## config.mk

```make
export PLATFORM = sky130hd
export DESIGN_NAME = desc_chain_seq
export DESIGN_NICKNAME = d
export VERILOG_FILES = /design/src/rtl/dcs_pkg.sv /design/src/rtl/dcs_ctrl.sv /design/src/rtl/dcs_datapath.sv /design/src/rtl/desc_chain_seq.sv
export SDC_FILE = /design/constraint.sdc
export NUM_CORES = 1
export LEC_CHECK = 0
export ABC_AREA = 1
export BUFFER_PORTS_ARGS = -buffer_cell sky130_fd_sc_hd__buf_2
export CAP_MARGIN = 20
export CORE_UTILIZATION = 59
export CTS_CLUSTER_SIZE = 10
export DETAILED_ROUTE_END_ITERATION = 8
export GPL_TIMING_DRIVEN = 0
export HOLD_SLACK_MARGIN = 0.06
export PLACE_DENSITY = 0.79
export SLEW_MARGIN = 0
export SYNTH_ARGS = -nofsm -noshare
export SYNTH_HDL_FRONTEND = slang
export SYNTH_SLANG_ARGS = --single-unit
```

## constraint.sdc

```tcl
create_clock -name clk -period 5.4 [get_ports clk]
set_clock_uncertainty 0.15 [all_clocks]
set_input_delay 1.08 -clock clk [delete_from_list [all_inputs] [get_ports clk]]
set_output_delay 1.08 -clock clk [all_outputs]
set_load 0.1 [all_outputs]
```

## src/rtl/dcs_pkg.sv

```systemverilog
package dcs_pkg;

  typedef enum logic [2:0] {
    ST_IDLE       = 3'd0,
    ST_ADDR_FETCH = 3'd1,
    ST_DESC_FETCH = 3'd2,
    ST_READ       = 3'd3,
    ST_WRITE      = 3'd4,
    ST_CMPL       = 3'd5
  } chanState_e;

  typedef enum logic [2:0] {
    RQ_NEXT,
    RQ_DESC,
    RQ_SRC,
    RQ_DST,
    RQ_CMPL
  } reqKind_e;

  typedef enum logic [1:0] {
    DS_KEEP,
    DS_CHAIN,
    DS_NEXT,
    DS_RSP
  } descSel_e;

  // strobes from control to datapath
  typedef struct packed {
    reqKind_e reqKind;
    descSel_e descSel;
    logic     clrIdx;
    logic     incIdx;
    logic     capDesc;
    logic     capBuf;
    logic     setDone;
    logic     xferClr;
    logic     xferSet3;
  } dpCtl_t;

  localparam int DESC_WORDS = 5;
  localparam int NULL_BIT   = 0;
  localparam int CPSTS_BIT  = 1;
  localparam logic [1:0] XFER_RESET = 2'd3;

endpackage

```

## src/rtl/dcs_ctrl.sv

```systemverilog
module dcs_ctrl
  import dcs_pkg::*;
(
  input  logic       clk,
  input  logic       rstN,
  input  logic       cmdStart,
  input  logic       cmdAppend,
  input  logic       cmdReset,
  input  logic       memReqReady,
  input  logic       memRspValid,
  input  logic       lastDescWord,
  input  logic       lastCopy,
  input  logic       lenZero,
  input  logic       descNull,
  input  logic       descCpSts,
  input  logic       nextZero,
  input  logic       rspZero,
  output logic       memReqValid,
  output logic       memReqWrite,
  output dpCtl_t     ctl,
  output logic [2:0] chanState,
  output logic       busy
);

  chanState_e state, nextState;
  logic waitRsp, waitNxt;
  logic appPend, rstPend;
  logic doFinish, consumeApp, enterIdle;

  assign busy      = (state != ST_IDLE);
  assign chanState = state;
  assign enterIdle = (state != ST_IDLE) && (nextState == ST_IDLE);

  always_comb begin
    ctl.reqKind  = RQ_NEXT;
    ctl.descSel  = DS_KEEP;
    ctl.clrIdx   = 1'b0;
    ctl.incIdx   = 1'b0;
    ctl.capDesc  = 1'b0;
    ctl.capBuf   = 1'b0;
    ctl.setDone  = 1'b0;
    ctl.xferClr  = 1'b0;
    ctl.xferSet3 = 1'b0;
    nextState    = state;
    memReqValid  = 1'b0;
    memReqWrite  = 1'b0;
    waitNxt      = waitRsp;
    doFinish     = 1'b0;
    consumeApp   = 1'b0;

    if (state != ST_IDLE) begin
      memReqValid = !waitRsp;
      if (!waitRsp && memReqReady) waitNxt = 1'b1;
      if (waitRsp && memRspValid)  waitNxt = 1'b0;
    end

    unique case (state)
      ST_IDLE: begin
        if (cmdStart) begin
          ctl.xferClr = 1'b1;
          ctl.descSel = DS_CHAIN;
          ctl.clrIdx  = 1'b1;
          nextState   = ST_DESC_FETCH;
        end else if (cmdAppend) begin
          nextState = ST_ADDR_FETCH;
        end else if (cmdReset) begin
          ctl.xferSet3 = 1'b1;
        end
      end
      ST_ADDR_FETCH: begin
        ctl.reqKind = RQ_NEXT;
        if (waitRsp && memRspValid) begin
          if (rspZero) begin
            nextState = ST_IDLE;
          end else begin
            ctl.descSel = DS_RSP;
            ctl.clrIdx  = 1'b1;
            nextState   = ST_DESC_FETCH;
          end
        end
      end
      ST_DESC_FETCH: begin
        ctl.reqKind = RQ_DESC;
        if (waitRsp && memRspValid) begin
          ctl.capDesc = 1'b1;
          ctl.incIdx  = 1'b1;
          if (lastDescWord) begin
            if (descNull) begin
              doFinish = 1'b1;
            end else if (lenZero) begin
              ctl.setDone = 1'b1;
              if (descCpSts) nextState = ST_CMPL;
              else           doFinish  = 1'b1;
            end else begin
              ctl.clrIdx = 1'b1;
              nextState  = ST_READ;
            end
          end
        end
      end
      ST_READ: begin
        ctl.reqKind = RQ_SRC;
        if (waitRsp && memRspValid) begin
          ctl.capBuf = 1'b1;
          ctl.incIdx = 1'b1;
          if (lastCopy) begin
            ctl.clrIdx = 1'b1;
            nextState  = ST_WRITE;
          end
        end
      end
      ST_WRITE: begin
        ctl.reqKind = RQ_DST;
        memReqWrite = 1'b1;
        if (waitRsp && memRspValid) begin
          ctl.incIdx = 1'b1;
          if (lastCopy) begin
            ctl.setDone = 1'b1;
            if (descCpSts) nextState = ST_CMPL;
            else           doFinish  = 1'b1;
          end
        end
      end
      ST_CMPL: begin
        ctl.reqKind = RQ_CMPL;
        memReqWrite = 1'b1;
        if (waitRsp && memRspValid) doFinish = 1'b1;
      end
      default: nextState = ST_IDLE;
    endcase

    // end-of-descriptor decision, fixed priority
    if (doFinish) begin
      if (rstPend) begin
        nextState = ST_IDLE;
      end else if (!nextZero) begin
        ctl.descSel = DS_NEXT;
        ctl.clrIdx  = 1'b1;
        nextState   = ST_DESC_FETCH;
      end else if (appPend) begin
        consumeApp = 1'b1;
        nextState  = ST_ADDR_FETCH;
      end else begin
        nextState = ST_IDLE;
      end
    end

    if (enterIdle && rstPend) ctl.xferSet3 = 1'b1;
  end

  always_ff @(posedge clk) begin
    if (!rstN) begin
      state   <= ST_IDLE;
      waitRsp <= 1'b0;
      appPend <= 1'b0;
      rstPend <= 1'b0;
    end else begin
      state   <= nextState;
      waitRsp <= waitNxt;
      if (enterIdle) begin
        appPend <= 1'b0;
        rstPend <= 1'b0;
      end else begin
        if (busy && cmdAppend)  appPend <= 1'b1;
        else if (consumeApp)    appPend <= 1'b0;
        if (busy && cmdReset)   rstPend <= 1'b1;
      end
    end
  end

endmodule

```

## src/rtl/dcs_datapath.sv

```systemverilog
module dcs_datapath
  import dcs_pkg::*;
#(
  parameter int ADDR_W    = 32,
  parameter int BUF_WORDS = 8
) (
  input  logic              clk,
  input  logic              rstN,
  input  dpCtl_t            ctl,
  input  logic [ADDR_W-1:0] chainAddr,
  input  logic [ADDR_W-1:0] complAddr,
  input  logic [ADDR_W-1:0] rspData,
  output logic [ADDR_W-1:0] reqAddr,
  output logic [ADDR_W-1:0] reqWdata,
  output logic [ADDR_W-1:0] statusWord,
  output logic              lastDescWord,
  output logic              lastCopy,
  output logic              lenZero,
  output logic              descNull,
  output logic              descCpSts,
  output logic              nextZero,
  output logic              rspZero
);

  localparam int MAXW      = (BUF_WORDS > DESC_WORDS) ? BUF_WORDS : DESC_WORDS;
  localparam int IDX_W     = $clog2(MAXW + 1);
  localparam int BUF_IDX_W = $clog2(BUF_WORDS);
  localparam int FIELD_W   = ADDR_W - 6;

  logic [ADDR_W-1:0]  lastDesc, dNext, dLen, dSrc, dDst;
  logic [1:0]         dFlags;
  logic [IDX_W-1:0]   idx, effLen;
  logic [FIELD_W-1:0] complField;
  logic [1:0]         xfer;
  logic [ADDR_W-1:0]  copyBuf [BUF_WORDS];
  logic [ADDR_W-1:0]  wordOff, bufWord;

  assign effLen  = (dLen > ADDR_W'(BUF_WORDS)) ? IDX_W'(BUF_WORDS) : dLen[IDX_W-1:0];
  assign wordOff = {{(ADDR_W-IDX_W-2){1'b0}}, idx, 2'b00};

  assign lastDescWord = (idx == IDX_W'(DESC_WORDS - 1));
  assign lastCopy     = ((idx + IDX_W'(1)) == effLen);
  assign lenZero      = (dLen == '0);
  assign descNull     = dFlags[NULL_BIT];
  assign descCpSts    = dFlags[CPSTS_BIT];
  assign nextZero     = (dNext == '0);
  assign rspZero      = (rspData == '0);

  assign statusWord = {complField, 3'b000, xfer, 1'b0};

  // index walks descriptor words or copy words
  always_ff @(posedge clk) begin
    if (!rstN)           idx <= '0;
    else if (ctl.clrIdx) idx <= '0;
    else if (ctl.incIdx) idx <= idx + IDX_W'(1);
  end

  always_ff @(posedge clk) begin
    if (!rstN) begin
      lastDesc <= '0;
      dNext    <= '0;
      dFlags   <= '0;
      dLen     <= '0;
      dSrc     <= '0;
      dDst     <= '0;
    end else begin
      unique case (ctl.descSel)
        DS_CHAIN: lastDesc <= chainAddr;
        DS_NEXT:  lastDesc <= dNext;
        DS_RSP:   lastDesc <= rspData;
        default:  ;
      endcase
      if (ctl.capDesc) begin
        case (idx)
          IDX_W'(0): dNext  <= rspData;
          IDX_W'(1): dFlags <= {rspData[CPSTS_BIT], rspData[NULL_BIT]};
          IDX_W'(2): dLen   <= rspData;
          IDX_W'(3): dSrc   <= rspData;
          IDX_W'(4): dDst   <= rspData;
          default:   ;
        endcase
      end
    end
  end

  always_ff @(posedge clk) begin
    if (!rstN) begin
      complField <= '0;
      xfer       <= XFER_RESET;
    end else begin
      if (ctl.setDone)       complField <= lastDesc[ADDR_W-1:6];
      if (ctl.xferSet3)      xfer <= XFER_RESET;
      else if (ctl.xferClr)  xfer <= 2'd0;
    end
  end

  for (genvar g = 0; g < BUF_WORDS; g++) begin : g_buf
    always_ff @(posedge clk) begin
      if (ctl.capBuf && idx == IDX_W'(g)) copyBuf[g] <= rspData;
    end
  end

  assign bufWord = (idx < IDX_W'(BUF_WORDS)) ? copyBuf[idx[BUF_IDX_W-1:0]] : '0;

  always_comb begin
    unique case (ctl.reqKind)
      RQ_NEXT: reqAddr = lastDesc;
      RQ_DESC: reqAddr = lastDesc + wordOff;
      RQ_SRC:  reqAddr = dSrc + wordOff;
      RQ_DST:  reqAddr = dDst + wordOff;
      RQ_CMPL: reqAddr = complAddr;
      default: reqAddr = lastDesc;
    endcase
    reqWdata = (ctl.reqKind == RQ_CMPL) ? (statusWord | ADDR_W'(1)) : bufWord;
  end

endmodule

```

## src/rtl/desc_chain_seq.sv

```systemverilog
module desc_chain_seq
  import dcs_pkg::*;
#(
  parameter int ADDR_W    = 32,
  parameter int BUF_WORDS = 8
) (
  input  logic              clk,
  input  logic              rstN,
  input  logic              cmdStart,
  input  logic              cmdAppend,
  input  logic              cmdReset,
  input  logic [ADDR_W-1:0] chainAddr,
  input  logic [ADDR_W-1:0] complAddr,
  output logic              memReqValid,
  input  logic              memReqReady,
  output logic              memReqWrite,
  output logic [ADDR_W-1:0] memReqAddr,
  output logic [ADDR_W-1:0] memReqWdata,
  input  logic              memRspValid,
  input  logic [ADDR_W-1:0] memRspData,
  output logic              busy,
  output logic [2:0]        chanState,
  output logic [ADDR_W-1:0] statusWord
);

  dpCtl_t ctl;
  logic lastDescWord, lastCopy, lenZero, descNull, descCpSts, nextZero, rspZero;

  dcs_ctrl u_ctrl (
    .clk          (clk),
    .rstN         (rstN),
    .cmdStart     (cmdStart),
    .cmdAppend    (cmdAppend),
    .cmdReset     (cmdReset),
    .memReqReady  (memReqReady),
    .memRspValid  (memRspValid),
    .lastDescWord (lastDescWord),
    .lastCopy     (lastCopy),
    .lenZero      (lenZero),
    .descNull     (descNull),
    .descCpSts    (descCpSts),
    .nextZero     (nextZero),
    .rspZero      (rspZero),
    .memReqValid  (memReqValid),
    .memReqWrite  (memReqWrite),
    .ctl          (ctl),
    .chanState    (chanState),
    .busy         (busy)
  );

  dcs_datapath #(.ADDR_W(ADDR_W), .BUF_WORDS(BUF_WORDS)) u_dp (
    .clk          (clk),
    .rstN         (rstN),
    .ctl          (ctl),
    .chainAddr    (chainAddr),
    .complAddr    (complAddr),
    .rspData      (memRspData),
    .reqAddr      (memReqAddr),
    .reqWdata     (memReqWdata),
    .statusWord   (statusWord),
    .lastDescWord (lastDescWord),
    .lastCopy     (lastCopy),
    .lenZero      (lenZero),
    .descNull     (descNull),
    .descCpSts    (descCpSts),
    .nextZero     (nextZero),
    .rspZero      (rspZero)
  );

endmodule

```

==> summary.txt <==
Power and ir drop
  – Peak supply drop: 0.260 mV
  – Leak: roughly 0.0090 uW
  – Switching power share of the total: roughly 30%
  – Clock share of power: a little under two fifths
  – P_int: slightly below 6000 uW
  – PwrDens: 341 mW/mm^2
  – Comb pwr share: 15.8%
  – Reg power frac: a little under half
  – Psw: about 2500 uW

Setup path
  – Crit path DAT: 4.28 ns
  – Slowest CP cell: dfxtp_4
  – CP Launch Type: register
  – CP Capture Type: output port
  – Worst path top cell family by delay: simple AND/OR/NAND/NOR gates
  – CP bufs+invs: 7
  – CP Cell Sequence: buf_12, nand3_4, inv_4, nor2_4, buf_6, buf_8, clkinvlp_4, o211ai_1, ha_2, inv_2, fa_2, nor2_4, a211oi_4, a21oi_2, nand2_2, nor2_4, nand2_4, nor3_4, nand4_1, xor2_2, o21ai_2, buf_12
  – Critical path class: reg -> out
  – Crit Path Max Fanout: 3
  – Slowest cell delay on critical path: roughly 0.36 ns
  – CP required: 4.17 ns
  – Crit-path most repeated cell: nor2_4

Timing
  – RSZ-0062 raised after global routing: true
  – Slew HR: between 20% and 30%
  – Worst-Margin Slew: about 1.1 ns
  – Max frequency: approximately 180 MHz
  – Final Cycle Share: 102%
  – Worst Slack Setup Final: -0.112 ns
  – Endpoints failing setup: 2
  – Minimum clock period: roughly 5.5 ns
  – Max-slew violations: 0
  – Final Hold Slack: 0.308 ns
  – Hold Vio Cnt, Final: 0

GRT
  – First-pass GRT wire length: roughly 110 mm
  – Gr ovfl total: 0
  – All-Layer GR Usage: around 42%
  – Vias in the first global route: roughly 18,000
  – Initial antenna violation count: 3
  – Largest net degree at the start of global routing: 22

Placement
  – Global placement routability congestion: roughly 1.0
  – Dpl cell area: around 0.022 mm^2
  – Placement Setup Slack: -0.185 ns
  – DPL Wire Length: between 50 and 60 mm
  – Placed cell count: 2,896
  – PortBufs: 200

Yosys
  – Share of the synthesized area in the top cell type: about 38%
  – EDFF count, synth: 256
  – Synth area leader: edfxtp_1
  – Post-Syn Area: 0.0203 mm^2
  – Unique cell type count in the Yosys netlist: between 40 and 50
  – Top FF cell, synth: edfxtp_1
  – Share of flip-flops with an asynchronous set or reset: 0%
  – Yosys warns: 0
  – Avg Synthesized Cell Area: just over 9 um^2
  – Synth Instances: between 2,000 and 2,500
  – Top cells by area, synth: edfxtp_1 38%, dfxtp_1 20%, o21ai_0 9.0%
  – Synthesis-stage register bit count: about 460
  – Seq/Total Area, Yosys: a little under 60%

Routing
  – Via count: slightly below 20,000
  – DRT antenna net count: 0
  – Drt pass-1 iters: 7
  – DRT iter0 DRCs: between 2,000 and 3,000
  – Detailed-route DRC error count: 0
  – Via/cell ratio: roughly 6.4
  – Post-Route WL: 75.3 mm
  – Average wire per cell in the routed design: ~25 um

Layout
  – Area Growth Syn to Fin: 19.6%
  – Finished Cell Area: around 0.024 mm^2
  – Share of cells above drive strength 1: between 10% and 20%
  – # nets final: ~2,600
  – Final cell count without fillers: 3,008

Hold path
  – Min-delay worst type: reg -> reg

Clock tree
  – CTS tree: yes
  – H-tree depth: 2
  – Hold Buf Count CTS: 0
  – Clk buf depth: 3
  – CTS Sinks: between 400 and 500
  – Worst-skew pair later-pin latency: roughly 0.6 ns
  – Cts bufs inserted: between 50 and 60
  – Clk slew on worst S/H paths: 0.06 ns
  – CTS Root Cell: clkbuf_16

Floorplan
  – Starting Density: 60.2%
  – Row cnt: 67
  – Die area: 0.0351 mm^2
  – Die height: between 150 and 200 um
  – IO Pins: around 200
  – Core ar.: ~0.034 mm^2
  – Chip width: roughly 190 um

Run status
  – Status: finished with violations
  – Failing checks: negative setup slack

Flow run
  – Max cap viols: 0
[cell usage after synthesis, types with 23 or more instances]
master	instances
a211oi_1	30
o221ai_1	34
a21oi_1	125
clkbuf_1	111
a22oi_1	23
o211ai_1	47
nand2_1	208
o22ai_1	46
nor2_1	365
o21ai_0	366
dfxtp_1	202
nand3_1	57
inv_1	181
edfxtp_1	256
[layer usage]
layer	GRT usage, %	routed length, um	vias up	part of all wire (%)
met1	56.9	27900	9103	37
met4	24.0	4910	0	6.5
met5	0	0	-	0
met2	62.8	32200	1454	43
met3	10.2	10300	323	14
li1	-	-	8388	-
[state kept, by name, indices dropped and copies added (netlist names), named ones only]
signal,cells
u_ctrl.rstPend,1
u_ctrl.waitRsp,1
u_ctrl.chanState,3
u_ctrl.appPend,1
u_dp.dDst,32
u_dp.dLen,32
u_dp.dSrc,32
u_dp.complField,26
u_dp.dNext,32
u_dp.xfer,1
u_dp.dFlags,2
u_dp.lastDesc,32
u_dp.copyBuf,256
u_dp.idx,4
[worst register-to-register path, stage by stage, from the launching register on]
cell	delay [ns]
dfxtp_4	0.37
buf_12	0.11
buf_4	0.13
inv_1	0.06
nor3_2	0.78
inv_1	0.34
nand2_1	0.26
nand3_2	0.16
nand2_2	0.19
clkbuf_1	0.34
o21ai_0	0.18
nor2_1	0.14
nor2_1	0.05
[layout make-up]
type	count	area, um^2
clock buffer	85	1430
multi-input combinational	1434	7570
buffer	144	621
clock inverter	2	25.0
tap	448	561
fill	2589	9440
sequential	458	11700
inverter	189	721
timing repair buffer	245	1590
antenna	3	7.51
[logic make-up after synthesis]
logic type | after synthesis | share of synthesized area [%]
simple gates | 708 | 14.4
buf+inv | 334 | 6.53
other cells | 1 | 0.0185
flops | 458 | 57.8
fa+ha+maj | 9 | 0.592
xor+xnor | 14 | 0.604
compound gates | 699 | 20.0
[final timing paths]
path	from	endpoint	slack (ns)	cells after the start
max	u_ctrl.chanState[0]$_SDFF_PN0_	memReqAddr[28]	-0.11	22
min	u_dp.dDst[24]$_SDFFE_PN0P_	u_dp.dDst[24]$_SDFFE_PN0P_	0.31	2
max reg2reg	u_ctrl.chanState[0]$_SDFF_PN0_	u_dp.lastDesc[25]$_SDFFE_PN0P_	2.04	12
min reg2reg	u_dp.dDst[24]$_SDFFE_PN0P_	u_dp.dDst[24]$_SDFFE_PN0P_	0.31	2
[power by group through the flow]
stage               clock network (uW)  logic (uW)  registers [uW]
finish                            3150        1310            3820
global route                      3280        1360            3810
CTS                               3130        1240            3810
detailed placement                   0        1190            3890
global placement                     0        1170            3880
floorplan                            0         836            3850
[per-stage QoR]
stage,power [uW],setup TNS (ns),util [%]
5_1_grt,8450,-0.489,72.0
2_1_floorplan,4690,0,-
3_3_place_gp,5060,-221.87,65.0
6_report,8280,-0.153,72.0
3_5_place_dp,5070,-0.187,65.9
4_1_cts,8170,-0.0740,71.1
[layout by cell type, fill, tap and decap left out, types with 4 or more instances in the layout]
| cell | count |
|---|---|
| nor2_1 | 361 |
| dfxtp_1 | 199 |
| inv_2 | 5 |
| nand4_1 | 22 |
| buf_2 | 202 |
| xor2_1 | 8 |
| inv_1 | 179 |
| conb_1 | 4 |
| buf_6 | 25 |
| o21ai_1 | 8 |
| clkbuf_4 | 4 |
| nor2_4 | 9 |
| o211ai_1 | 47 |
| nor3_1 | 13 |
| edfxtp_1 | 256 |
| a211oi_1 | 29 |
| clkbuf_16 | 52 |
| buf_1 | 5 |
| nor3_2 | 10 |
| nand2_4 | 5 |
| ha_1 | 5 |
| nand2_2 | 7 |
| a22oi_1 | 23 |
| buf_12 | 9 |
| clkbuf_1 | 143 |
| a21oi_1 | 123 |
| o21ai_2 | 12 |
| nand2_1 | 201 |
| nor4_1 | 12 |
| buf_4 | 29 |
| nand3_1 | 54 |
| o22ai_1 | 45 |
| o221ai_1 | 33 |
| o21ai_0 | 355 |
| o221ai_2 | 10 |
[timing repair]
action	4_1_cts	5_1_grt
setup endpoints to repair	22	19
gates cloned	0	0
resized for setup	47	57
pin swaps	12	20
setup buffers	13	9
(Power assumes the default switching activity.)
